### src/rtl/flash_host_pkg.sv
package flash_host_pkg;
  typedef enum logic [1:0] {
    OP_READ  = 2'd0,
    OP_PROG  = 2'd1,
    OP_ERASE = 2'd2,
    OP_READ2 = 2'd3
  } op_e;

  typedef enum logic [2:0] {
    ST_IDLE,
    ST_WSETUP,
    ST_WPULSE,
    ST_WRECOV,
    ST_RTURN,
    ST_RACC,
    ST_RFLOAT
  } state_e;

  localparam int unsigned PROG_WRITES  = 4;
  localparam int unsigned ERASE_WRITES = 6;
  localparam int unsigned IDX_W        = 3;
  localparam logic [14:0] UNLOCK_A     = 15'h5555;
  localparam logic [14:0] UNLOCK_B     = 15'h2AAA;
endpackage

### src/rtl/flash_phase_timer.sv
module flash_phase_timer #(
  parameter int unsigned CNT_W = 8
) (
  input  logic             clk_i,
  input  logic             rst_ni,
  input  logic             load_i,
  input  logic [CNT_W-1:0] load_val_i,
  output logic             done_o
);
  logic [CNT_W-1:0] cnt_q;

  always_ff @(posedge clk_i or negedge rst_ni) begin
    if (!rst_ni)           cnt_q <= '0;
    else if (load_i)       cnt_q <= load_val_i;
    else if (cnt_q != '0)  cnt_q <= cnt_q - 1'b1;
  end

  assign done_o = (cnt_q == '0);
endmodule

### src/rtl/flash_unlock_rom.sv
module flash_unlock_rom
  import flash_host_pkg::*;
#(
  parameter int unsigned ADDR_W = 19
) (
  input  op_e                      op_i,
  input  logic [IDX_W-1:0]         idx_i,
  input  logic [ADDR_W-1:0]        tgt_addr_i,
  input  logic [7:0]               tgt_data_i,
  output logic [ADDR_W-1:0]        wr_addr_o,
  output logic [7:0]               wr_data_o,
  output logic                     last_o
);
  localparam logic [ADDR_W-1:0] A_5 = ADDR_W'(UNLOCK_A);
  localparam logic [ADDR_W-1:0] A_2 = ADDR_W'(UNLOCK_B);

  always_comb begin
    wr_addr_o = A_5;
    wr_data_o = 8'hAA;
    last_o    = 1'b0;
    if (op_i == OP_ERASE) begin
      case (idx_i)
        3'd0: begin wr_addr_o = A_5; wr_data_o = 8'hAA; end
        3'd1: begin wr_addr_o = A_2; wr_data_o = 8'h55; end
        3'd2: begin wr_addr_o = A_5; wr_data_o = 8'h80; end
        3'd3: begin wr_addr_o = A_5; wr_data_o = 8'hAA; end
        3'd4: begin wr_addr_o = A_2; wr_data_o = 8'h55; end
        default: begin wr_addr_o = A_5; wr_data_o = 8'h10; end
      endcase
      last_o = (32'(idx_i) >= ERASE_WRITES - 1);
    end else begin
      case (idx_i)
        3'd0: begin wr_addr_o = A_5; wr_data_o = 8'hAA; end
        3'd1: begin wr_addr_o = A_2; wr_data_o = 8'h55; end
        3'd2: begin wr_addr_o = A_5; wr_data_o = 8'hA0; end
        default: begin wr_addr_o = tgt_addr_i; wr_data_o = tgt_data_i; end
      endcase
      last_o = (32'(idx_i) >= PROG_WRITES - 1);
    end
  end
endmodule

### src/rtl/flash_poll_judge.sv
module flash_poll_judge #(
  parameter int unsigned TMO_W = 16
) (
  input  logic             clk_i,
  input  logic             rst_ni,
  input  logic             clear_i,
  input  logic             step_i,
  input  logic             expect_i,
  input  logic             sample_i,
  input  logic [TMO_W-1:0] limit_i,
  output logic             match_o,
  output logic             expired_o
);
  logic [TMO_W-1:0] cnt_q;

  always_ff @(posedge clk_i or negedge rst_ni) begin
    if (!rst_ni)      cnt_q <= '0;
    else if (clear_i) cnt_q <= '0;
    else if (step_i)  cnt_q <= cnt_q + 1'b1;
  end

  assign match_o   = (sample_i == expect_i);
  assign expired_o = ({1'b0, cnt_q} + 1'b1) >= {1'b0, limit_i};

  assert_poll_bound_R9: assert property (@(posedge clk_i) disable iff (!rst_ni)
    step_i |-> !expired_o);
endmodule

### src/rtl/flash_host_ctrl.sv
module flash_host_ctrl
  import flash_host_pkg::*;
#(
  parameter int unsigned ADDR_W = 19,
  parameter int unsigned CNT_W  = 8,
  parameter int unsigned TMO_W  = 16
) (
  input  logic              clk_i,
  input  logic              rst_ni,
  input  logic              req_valid_i,
  output logic              req_ready_o,
  input  logic [1:0]        req_op_i,
  input  logic [ADDR_W-1:0] req_addr_i,
  input  logic [7:0]        req_data_i,
  input  logic [CNT_W-1:0]  cfg_setup_i,
  input  logic [CNT_W-1:0]  cfg_pulse_i,
  input  logic [CNT_W-1:0]  cfg_recov_i,
  input  logic [CNT_W-1:0]  cfg_access_i,
  input  logic [CNT_W-1:0]  cfg_float_i,
  input  logic [TMO_W-1:0]  cfg_timeout_i,
  output logic              rsp_valid_o,
  output logic              rsp_error_o,
  output logic [7:0]        rsp_data_o,
  output logic [ADDR_W-1:0] fl_addr_o,
  output logic [7:0]        fl_dq_o,
  output logic              fl_dq_oe_o,
  input  logic [7:0]        fl_dq_i,
  output logic              fl_ce_no,
  output logic              fl_we_no,
  output logic              fl_oe_no
);
  state_e             state_q, state_d;
  op_e                op_q;
  logic [ADDR_W-1:0]  addr_q;
  logic [7:0]         data_q, rd_q;
  logic [IDX_W-1:0]   idx_q;
  logic               rsp_valid_q, rsp_err_q;

  logic               phase_done, tmr_load;
  logic [CNT_W-1:0]   tmr_val;
  logic [ADDR_W-1:0]  rom_addr;
  logic [7:0]         rom_data;
  logic               rom_last;
  logic               poll_match, poll_expired, poll_step, poll_clear;
  logic               is_read, finish, finish_err, accept;

  assign is_read = (op_q == OP_READ) || (op_q == OP_READ2);
  assign accept  = (state_q == ST_IDLE) && req_valid_i;

  flash_unlock_rom #(.ADDR_W(ADDR_W)) u_rom (
    .op_i      (op_q),
    .idx_i     (idx_q),
    .tgt_addr_i(addr_q),
    .tgt_data_i(data_q),
    .wr_addr_o (rom_addr),
    .wr_data_o (rom_data),
    .last_o    (rom_last)
  );

  flash_phase_timer #(.CNT_W(CNT_W)) u_tmr (
    .clk_i     (clk_i),
    .rst_ni    (rst_ni),
    .load_i    (tmr_load),
    .load_val_i(tmr_val),
    .done_o    (phase_done)
  );

  flash_poll_judge #(.TMO_W(TMO_W)) u_judge (
    .clk_i    (clk_i),
    .rst_ni   (rst_ni),
    .clear_i  (poll_clear),
    .step_i   (poll_step),
    .expect_i ((op_q == OP_ERASE) ? 1'b1 : data_q[7]),
    .sample_i (rd_q[7]),
    .limit_i  (cfg_timeout_i),
    .match_o  (poll_match),
    .expired_o(poll_expired)
  );

  always_comb begin
    state_d    = state_q;
    finish     = 1'b0;
    finish_err = 1'b0;
    poll_step  = 1'b0;
    unique case (state_q)
      ST_IDLE:   if (req_valid_i)
                   state_d = (op_e'(req_op_i) == OP_PROG || op_e'(req_op_i) == OP_ERASE)
                             ? ST_WSETUP : ST_RTURN;
      ST_WSETUP: if (phase_done) state_d = ST_WPULSE;
      ST_WPULSE: if (phase_done) state_d = ST_WRECOV;
      ST_WRECOV: if (phase_done) state_d = rom_last ? ST_RTURN : ST_WSETUP;
      ST_RTURN:  if (phase_done) state_d = ST_RACC;
      ST_RACC:   if (phase_done) state_d = ST_RFLOAT;
      ST_RFLOAT: if (phase_done) begin
                   if (is_read || poll_match) begin
                     state_d = ST_IDLE; finish = 1'b1;
                   end else if (poll_expired) begin
                     state_d = ST_IDLE; finish = 1'b1; finish_err = 1'b1;
                   end else begin
                     state_d = ST_RTURN; poll_step = 1'b1;
                   end
                 end
      default:   state_d = ST_IDLE;
    endcase
  end

  // every phase change reloads the timer: a phase lasts cfg+1 cycles
  assign tmr_load   = (state_d != state_q) || (state_q == ST_WRECOV && phase_done);
  assign poll_clear = accept;

  always_comb begin
    unique case (state_d)
      ST_WSETUP: tmr_val = cfg_setup_i;
      ST_WPULSE: tmr_val = cfg_pulse_i;
      ST_WRECOV: tmr_val = cfg_recov_i;
      ST_RACC:   tmr_val = cfg_access_i;
      ST_RFLOAT: tmr_val = cfg_float_i;
      default:   tmr_val = '0;
    endcase
  end

  always_ff @(posedge clk_i or negedge rst_ni) begin
    if (!rst_ni) begin
      state_q     <= ST_IDLE;
      op_q        <= OP_READ;
      addr_q      <= '0;
      data_q      <= '0;
      rd_q        <= '0;
      idx_q       <= '0;
      rsp_valid_q <= 1'b0;
      rsp_err_q   <= 1'b0;
    end else begin
      state_q     <= state_d;
      rsp_valid_q <= finish;
      if (finish) rsp_err_q <= finish_err;
      if (accept) begin
        op_q   <= op_e'(req_op_i);
        addr_q <= req_addr_i;
        data_q <= req_data_i;
        idx_q  <= '0;
      end else if (state_q == ST_WRECOV && phase_done && !rom_last) begin
        idx_q <= idx_q + 1'b1;
      end
      if (state_q == ST_RACC && phase_done) rd_q <= fl_dq_i;
    end
  end

  logic wr_phase;
  assign wr_phase    = (state_q == ST_WSETUP) || (state_q == ST_WPULSE) || (state_q == ST_WRECOV);
  assign fl_we_no    = (state_q != ST_WPULSE);
  assign fl_oe_no    = (state_q != ST_RACC);
  assign fl_ce_no    = !((state_q == ST_WPULSE) || (state_q == ST_RACC));
  assign fl_dq_oe_o  = wr_phase;
  assign fl_addr_o   = wr_phase ? rom_addr : addr_q;
  assign fl_dq_o     = rom_data;
  assign req_ready_o = (state_q == ST_IDLE);
  assign rsp_valid_o = rsp_valid_q;
  assign rsp_error_o = rsp_err_q;
  assign rsp_data_o  = rd_q;

  assert_oe_high_in_write_R5: assert property (@(posedge clk_i) disable iff (!rst_ni)
    !fl_we_no |-> fl_oe_no);
  assert_no_contention_R5: assert property (@(posedge clk_i) disable iff (!rst_ni)
    !fl_oe_no |-> !fl_dq_oe_o);
  assert_bus_stable_R4: assert property (@(posedge clk_i) disable iff (!rst_ni)
    (!fl_we_no && $past(!fl_we_no)) |-> ($stable(fl_addr_o) && $stable(fl_dq_o)));
  assert_turn_idle_R6: assert property (@(posedge clk_i) disable iff (!rst_ni)
    $fell(fl_oe_no) |-> !$past(fl_dq_oe_o));
  assert_single_accept_R11: assert property (@(posedge clk_i) disable iff (!rst_ni)
    (req_valid_i && req_ready_o) |=> !req_ready_o);
  assert_rsp_pulse_R11: assert property (@(posedge clk_i) disable iff (!rst_ni)
    rsp_valid_o |=> !rsp_valid_o);
endmodule

### config.mk
export PLATFORM = sky130hd
export DESIGN_NAME = flash_host_ctrl
export DESIGN_NICKNAME = d
export VERILOG_FILES = /design/src/rtl/flash_host_pkg.sv /design/src/rtl/flash_phase_timer.sv /design/src/rtl/flash_unlock_rom.sv /design/src/rtl/flash_poll_judge.sv /design/src/rtl/flash_host_ctrl.sv
export SDC_FILE = /design/constraint.sdc
export NUM_CORES = 1
export LEC_CHECK = 0
export BUFFER_PORTS_ARGS = -buffer_cell sky130_fd_sc_hd__buf_2
export CORE_MARGIN = 4
export CORE_UTILIZATION = 59
export CTS_BUF_LIST = sky130_fd_sc_hd__clkbuf_2 sky130_fd_sc_hd__clkbuf_4 sky130_fd_sc_hd__clkbuf_8
export DETAILED_ROUTE_END_ITERATION = 8
export PLACE_DENSITY = 0.95
export SETUP_SLACK_MARGIN = 0.15
export SLEW_MARGIN = 30
export SYNTH_ARGS = -nofsm -noshare
export SYNTH_HDL_FRONTEND = slang
export SYNTH_SLANG_ARGS = --single-unit
### constraint.sdc
create_clock -name clk_i -period 9.4 [get_ports clk_i]
set_clock_uncertainty 0.1 [all_clocks]
set_input_delay 0.47 -clock clk_i [delete_from_list [all_inputs] [get_ports clk_i]]
set_output_delay 0.47 -clock clk_i [all_outputs]
set_load 0.05 [all_outputs]
=== Word level (Yosys, flattened, before mapping) ===
Cells that the tools add are included.
Widths: inputs -> output; s select.

* Bits in registers: 69
* Input port bits: 96
* Output and inout port bits: 42
* Logic and storage cells: 103

* Add/sub/neg operators: 4
* Magnitude comparators: 3
* Eq/ne operators: 23
* Muxes and demuxes: 39
* Reduce and logical (&&, ||, !) cells: 24

{| class="wikitable"
|+ Operator list
! cell !! number
|-
| $pmux 8 s3 || 2
|-
| $pmux 8 s5 || 1
|-
| $mux 3 || 13
|-
| $mux 19 || 2
|-
| $pmux 19 s2 || 1
|-
| $mux 16 || 2
|-
| $mux 8 || 3
|-
| $pmux 3 s7 || 1
|-
| $eq 3x2->1 const B || 6
|-
| $eq 3x3->1 const B || 6
|-
| $add 16x1->17 const B || 1
|-
| $ge 17x16->1 || 1
|-
| $add 16x1->16 const B || 1
|-
| $mux 15 || 1
|-
| $mux 1 || 13
|-
| $eq 3x1->1 const B || 3
|-
| $logic_not 8->1 || 1
|-
| $reduce_bool 8->1 || 1
|-
| $sub 8x1->8 const B || 1
|-
| $logic_or 1x1->1 || 7
|-
| $eq 2x2->1 const B || 3
|-
| $logic_not 3->1 || 2
|-
| $reduce_bool 2->1 || 3
|-
| $reduce_or 2->1 || 3
|-
| 11 further kinds || 15
|}

=== Longest topological paths before layout ===
* Word-level depth: 10
* Mapped depth: 15
* Mapped depth without buffers: 14

=== Hierarchy ===
From an unflattened synthesis, not the netlist that was laid out.

* Cells, all modules: 647
* Area total of the unflattened synthesis: 5,161.2 µm²

{| class="wikitable"
|+ Modules (own cells, without submodules)
! module !! instances !! cells an instance !! area an instance (µm²) !! seq. area each (µm²)
|-
| flash_host_ctrl || 1 || 320 || 2,565.0 || 1,126.1
|-
| flash_poll_judge || 1 || 170 || 1,446.4 || 400.4
|-
| flash_unlock_rom || 1 || 103 || 673.1 || 0.0
|-
| flash_phase_timer || 1 || 54 || 476.7 || 200.2
|}

=== Least setup slack after synthesis ===
No wires, ideal clock.

* Kind: register -> register
* Start: register u_judge.cnt_q[0]
* End: register u_tmr.cnt_q[7]
* Setup time: 0.082 ns
* Arrival time: 2.988 ns
* Data required time: 9.218 ns
* Setup slack: 6.230 ns
* Stages on the path, launching flop included: 14
* Buffers on the path: 1
* Clock period less this slack: 3.170 ns
* Path through: dfrtp_1 -> ha_1 -> nand4_4 -> nor2_1 -> xnor2_1 -> ha_1 -> a21o_1 -> a21oi_1 -> o31ai_4 -> or3_1 -> o21a_1 -> buf_6 -> or3b_1 -> a31oi_1

* Longest elaborated chain between the ends: 9
* Elaborated cells between the ends (all ways): 16
* Classes of those cells: add/sub (1); order compare (1); eq/ne (6); mux (6); reduce/logical (2)

{| class="wikitable"
|+ Ends and longest elaborated chain
! element !! RTL line !! text
|-
| start: declaration || flash_poll_judge.sv:14 || <nowiki>logic [TMO_W-1:0] cnt_q;</nowiki>
|-
| start signal: assignment || flash_poll_judge.sv:19 || <nowiki>else if (step_i) cnt_q <= cnt_q + 1'b1;</nowiki>
|-
| $add 16x1->17 * || flash_poll_judge.sv:23 || <nowiki>assign expired_o = ({1'b0, cnt_q} + 1'b1) >= {1'b0, limit_i};</nowiki>
|-
| $ge 17x16->1 * || flash_poll_judge.sv:23 ||
|-
| $mux 3 * || flash_host_ctrl.sv:97 || <nowiki>end else if (poll_expired) begin</nowiki>
|-
| $mux 3 * || flash_host_ctrl.sv:95 || <nowiki>if (is_read || poll_match) begin</nowiki>
|-
| $mux 3 * || flash_host_ctrl.sv:94 || <nowiki>ST_RFLOAT: if (phase_done) begin</nowiki>
|-
| $pmux 3 s7 * || flash_host_ctrl.sv:85 || <nowiki>unique case (state_q)</nowiki>
|-
| $eq 3x3->1, or another cell as far along || flash_host_ctrl.sv:112 || <nowiki>unique case (state_d)</nowiki>
|-
| $pmux 8 s5 / $logic_or 1x1->1 (equally long branches) || flash_host_ctrl.sv:112, flash_host_ctrl.sv:108 ||
|-
| $mux 8 / $reduce_bool 2->1 (equally long branches) || - ||
|-
| end signal: assignment || flash_phase_timer.sv:14 || <nowiki>else if (load_i) cnt_q <= load_val_i;</nowiki>
|-
| end signal: assignment || flash_phase_timer.sv:15 || <nowiki>else if (cnt_q != '0) cnt_q <= cnt_q - 1'b1;</nowiki>
|-
| end: declaration || flash_phase_timer.sv:10 || <nowiki>logic [CNT_W-1:0] cnt_q;</nowiki>
|}

Mark *: on every way between the ends. The rest lies on a longest branch, timed or not.
A chain may end at the register's enable or synchronous reset.

=== Worst setup path after layout ===
* Start: register u_judge.cnt_q[0]
* End: register u_judge.cnt_q[0]

* Longest elaborated chain between the ends: 7
* Elaborated cells between the ends (all ways): 10
* Classes of those cells: add/sub (2); order compare (1); mux (6); reduce/logical (1)

{| class="wikitable"
|+ Ends and longest elaborated chain
! element !! RTL line
|-
| $add 16x1->17 || flash_poll_judge.sv:23
|-
| $ge 17x16->1 || flash_poll_judge.sv:23
|-
| $mux 1 || flash_host_ctrl.sv:97
|-
| $mux 1 || flash_host_ctrl.sv:95
|-
| $mux 1 || flash_host_ctrl.sv:94
|-
| $mux 1 || flash_host_ctrl.sv:85
|-
| $reduce_bool 2->1 (no line) || -
|}

Several ways; a longest one is shown, not always the timed one. The select of a mux whose other input is x is not followed.

==> impl_metrics.env <==
export IMPL_synth_ff_type="dfrtp_1"
export IMPL_drive_gt1_share_pct=32.32
export IMPL_tns_ps=0
export IMPL_setup_violations_final=0
export IMPL_r2r_cells=12
export IMPL_fin_util_pct=73.00
export IMPL_dieWidth_um=98.18
export IMPL_dieHeight_um=98.18
export IMPL_htree_levels=3
export IMPL_fill_cells=553
export IMPL_avgSynthCellArea_um2=9.003
export IMPL_fin_area_um2=5699
export IMPL_post_route_min_period_ps=3929
export IMPL_dr_pass1_iters=5
export IMPL_cp_max_fo=17
export IMPL_crit_chain="ha_1 -> nand4_4 -> nor2_1 -> xor2_1 -> ha_1 -> a211oi_1 -> nor2_1 -> a2111oi_0 -> a21oi_1 -> nor4b_4 -> buf_6 -> mux2i_1"
export IMPL_area_delta_synth_final_pct=18.77
export IMPL_slew_violations=0
export IMPL_vias=4503
export IMPL_p_clk_share_pct=11.1
export IMPL_r2r_setup_slack_ps=5470
export IMPL_p_per_area_nw_per_um2=355.4
export IMPL_slowest_delay_ps=600
export IMPL_power_mw=2.025
export IMPL_max_cap_violations=0
export IMPL_finalCritPeriodShare_pct=41.80
export IMPL_async_reset_ff_share_pct=100.0
export IMPL_first_iter_violations=308
export IMPL_seqPwrFrac_pct=24.9
export IMPL_cts_root_buf="clkbuf_8"
export IMPL_fmax_ghz=0.2545
export IMPL_cts_tree="yes"
export IMPL_routedWlPerCell_um=16.85
export IMPL_clk_pin_slew_worst_paths_ps=80
export IMPL_synth_warnings=0
export IMPL_crit_buf_inv=1
export IMPL_syn_inst=533
export IMPL_cts_hold_fix_buffers=0
export IMPL_cp_depth=12
export IMPL_core_area_um2=7807
export IMPL_ys_types=66
export IMPL_worst_pin_slew_ps=940.9
export IMPL_synth_seq_area_share_pct=35.98
export IMPL_cp_top_family="simple AND/OR/NAND/NOR gates"
export IMPL_row_count=32
export IMPL_setup_ws_ps=5471
export IMPL_grt_overflow=0
export IMPL_p_switching_mw=1.106
export IMPL_hp_class="primary input to asynchronous set/reset pin"
export IMPL_status="complete, no violations"
export IMPL_io_pins=138
export IMPL_place_ws_ps=5525
export IMPL_start_util_pct=61.46
export IMPL_dpl_hpwl_um=9551
export IMPL_cp_start_kind="register"
export IMPL_antenna_found_initial=1
export IMPL_ctsResizeCount=0
export IMPL_first_global_vias=4618
export IMPL_die_area_um2=9639
export IMPL_io_buffers=137
export IMPL_antennaDiodeCount=0
export IMPL_internal_power_mw=0.9197
export IMPL_max_slew_margin_pct=37.28
export IMPL_rsz0062_at_grt="false"
export IMPL_grt_pass1_wl_um=21540
export IMPL_clock_sinks=69
export IMPL_drt_wl_total_um=12820
export IMPL_viasPerCell=5.917
export IMPL_power_frac_comb_pct=63.9
export IMPL_synth_edf_count=0
export IMPL_cp_slowest_cell="nor4b_4"
export IMPL_clk_latency_ps=350
export IMPL_ys_ff_latch=69
export IMPL_drc=0
export IMPL_worstSetupEndpointType="register"
export IMPL_syn_area_um2=4798
export IMPL_grt_usage_pct=27.02
export IMPL_required_ps=9570
export IMPL_swShare_pct=54.59
export IMPL_syn_nets=653
export IMPL_critical_path_arrival_ps=4100
export IMPL_hold_viol_final=0
export IMPL_dpl_instance_area_um2=5510
export IMPL_cts_buffers=9
export IMPL_cts_max_path_buffers=2
export IMPL_grt_start_max_net_pins=70
export IMPL_postRouteAntennaNets=0
export IMPL_nNetsFinal=774
export IMPL_power_leakage_nw=2.771
export IMPL_critPathKind="register to register"
export IMPL_postCtsSetupBuffers=0
export IMPL_gp_congestion=0.9662
export IMPL_irDropWorstVdd_mv=0.3880
-- layout make-up --
class,instances,area (µm²),share of cell area [%]
clock inverter,6,46.29,0.8123
sequential,69,1727,30.30
clock buffer,10,137.6,2.415
multi-input combinational,397,2809,49.29
timing repair buffer,139,704.4,12.36
tap,102,127.6,2.239
inverter,38,147.6,2.591
-- cells in the final DEF (no fill, tap or decap), types with 13 or more instances in the layout --
master	instances
a21o_1	18
a21oi_1	21
buf_2	137
dfrtp_1	69
ha_1	24
inv_1	37
mux2_2	37
nand2_1	65
nand3_1	21
nor2_1	17
nor3_1	13
o21ai_0	43
-- power groups by stage --
stage                     clock [mW]  sequential [mW]  combinational (mW)
after floorplan                    0            0.512               0.996
after global placement             0            0.496                1.25
after detailed placement           0            0.508                1.28
after CTS                      0.228            0.502                1.29
after global routing           0.243            0.518                1.39
final                          0.225            0.505                1.29
-- sequential cells by signal, summed over array words and instances (netlist names) --
name / flops
rsp_data_o: 8
addr_q: 19
u_tmr.cnt_q: 8
rsp_valid_o: 1
rsp_error_o: 1
op_q: 2
data_q: 8
idx_q: 3
u_judge.cnt_q: 16
state_q: 3
-- routing by layer --
layer / global-route usage [%] / part of all wire, %
met5: 0 / 0.062
met4: 11.76 / 3.1
met3: 8.929 / 9.4
met2: 43.98 / 49
met1: 32.82 / 39
-- cell usage after synthesis (all sizes together) (14+ instances only) --
cell	count	share of area [%]
nand3	22	2.4
nor3	14	1.6
ha	24	6.3
buf	15	1.7
inv	38	3.1
a21oi	22	2.4
nor2	17	1.3
nand2	66	5.2
o21ai	47	4.9
a21o	18	2.8
mux2	37	8.7
dfrtp	69	36
clkbuf	14	1.1
-- path summary, 6_finish.rpt --
kind | startpoint | to
worst max-delay path | u_judge.cnt_q[0] | u_judge.cnt_q[0]
worst min-delay path | rst_ni | data_q[2]
worst max register to register | u_judge.cnt_q[0] | u_judge.cnt_q[0]
worst min register to register | addr_q[17] | addr_q[17]
max in group asynchronous | rst_ni | u_judge.cnt_q[11]
min in group clk_i | req_addr_i[2] | addr_q[2]
-- logic make-up (layout without fill, tap and decap cells) --
| group | count (synthesis) | after routing | synth area share (%) |
|---|---|---|---|
| AO/OA/AOI/OAI | 140 | 140 | 19.77 |
| multiplexers | 39 | 39 | 9.100 |
| flip-flops | 69 | 69 | 35.98 |
| XOR/XNOR | 21 | 21 | 3.833 |
| adder cells (fa/ha/maj) | 24 | 24 | 6.258 |
| AND/OR/NAND/NOR | 173 | 173 | 19.17 |
| buffers and inverters | 67 | 193 | 5.893 |
-- per-stage QoR --
stage	hold WS, ps	std cells
final	207.3	761
after global routing	229.1	761
after CTS	228.8	761
after detailed placement	387.3	745
after global placement	378.5	744
after floorplan	74.41	533
Note: power is estimated with default switching activity, not from simulation.
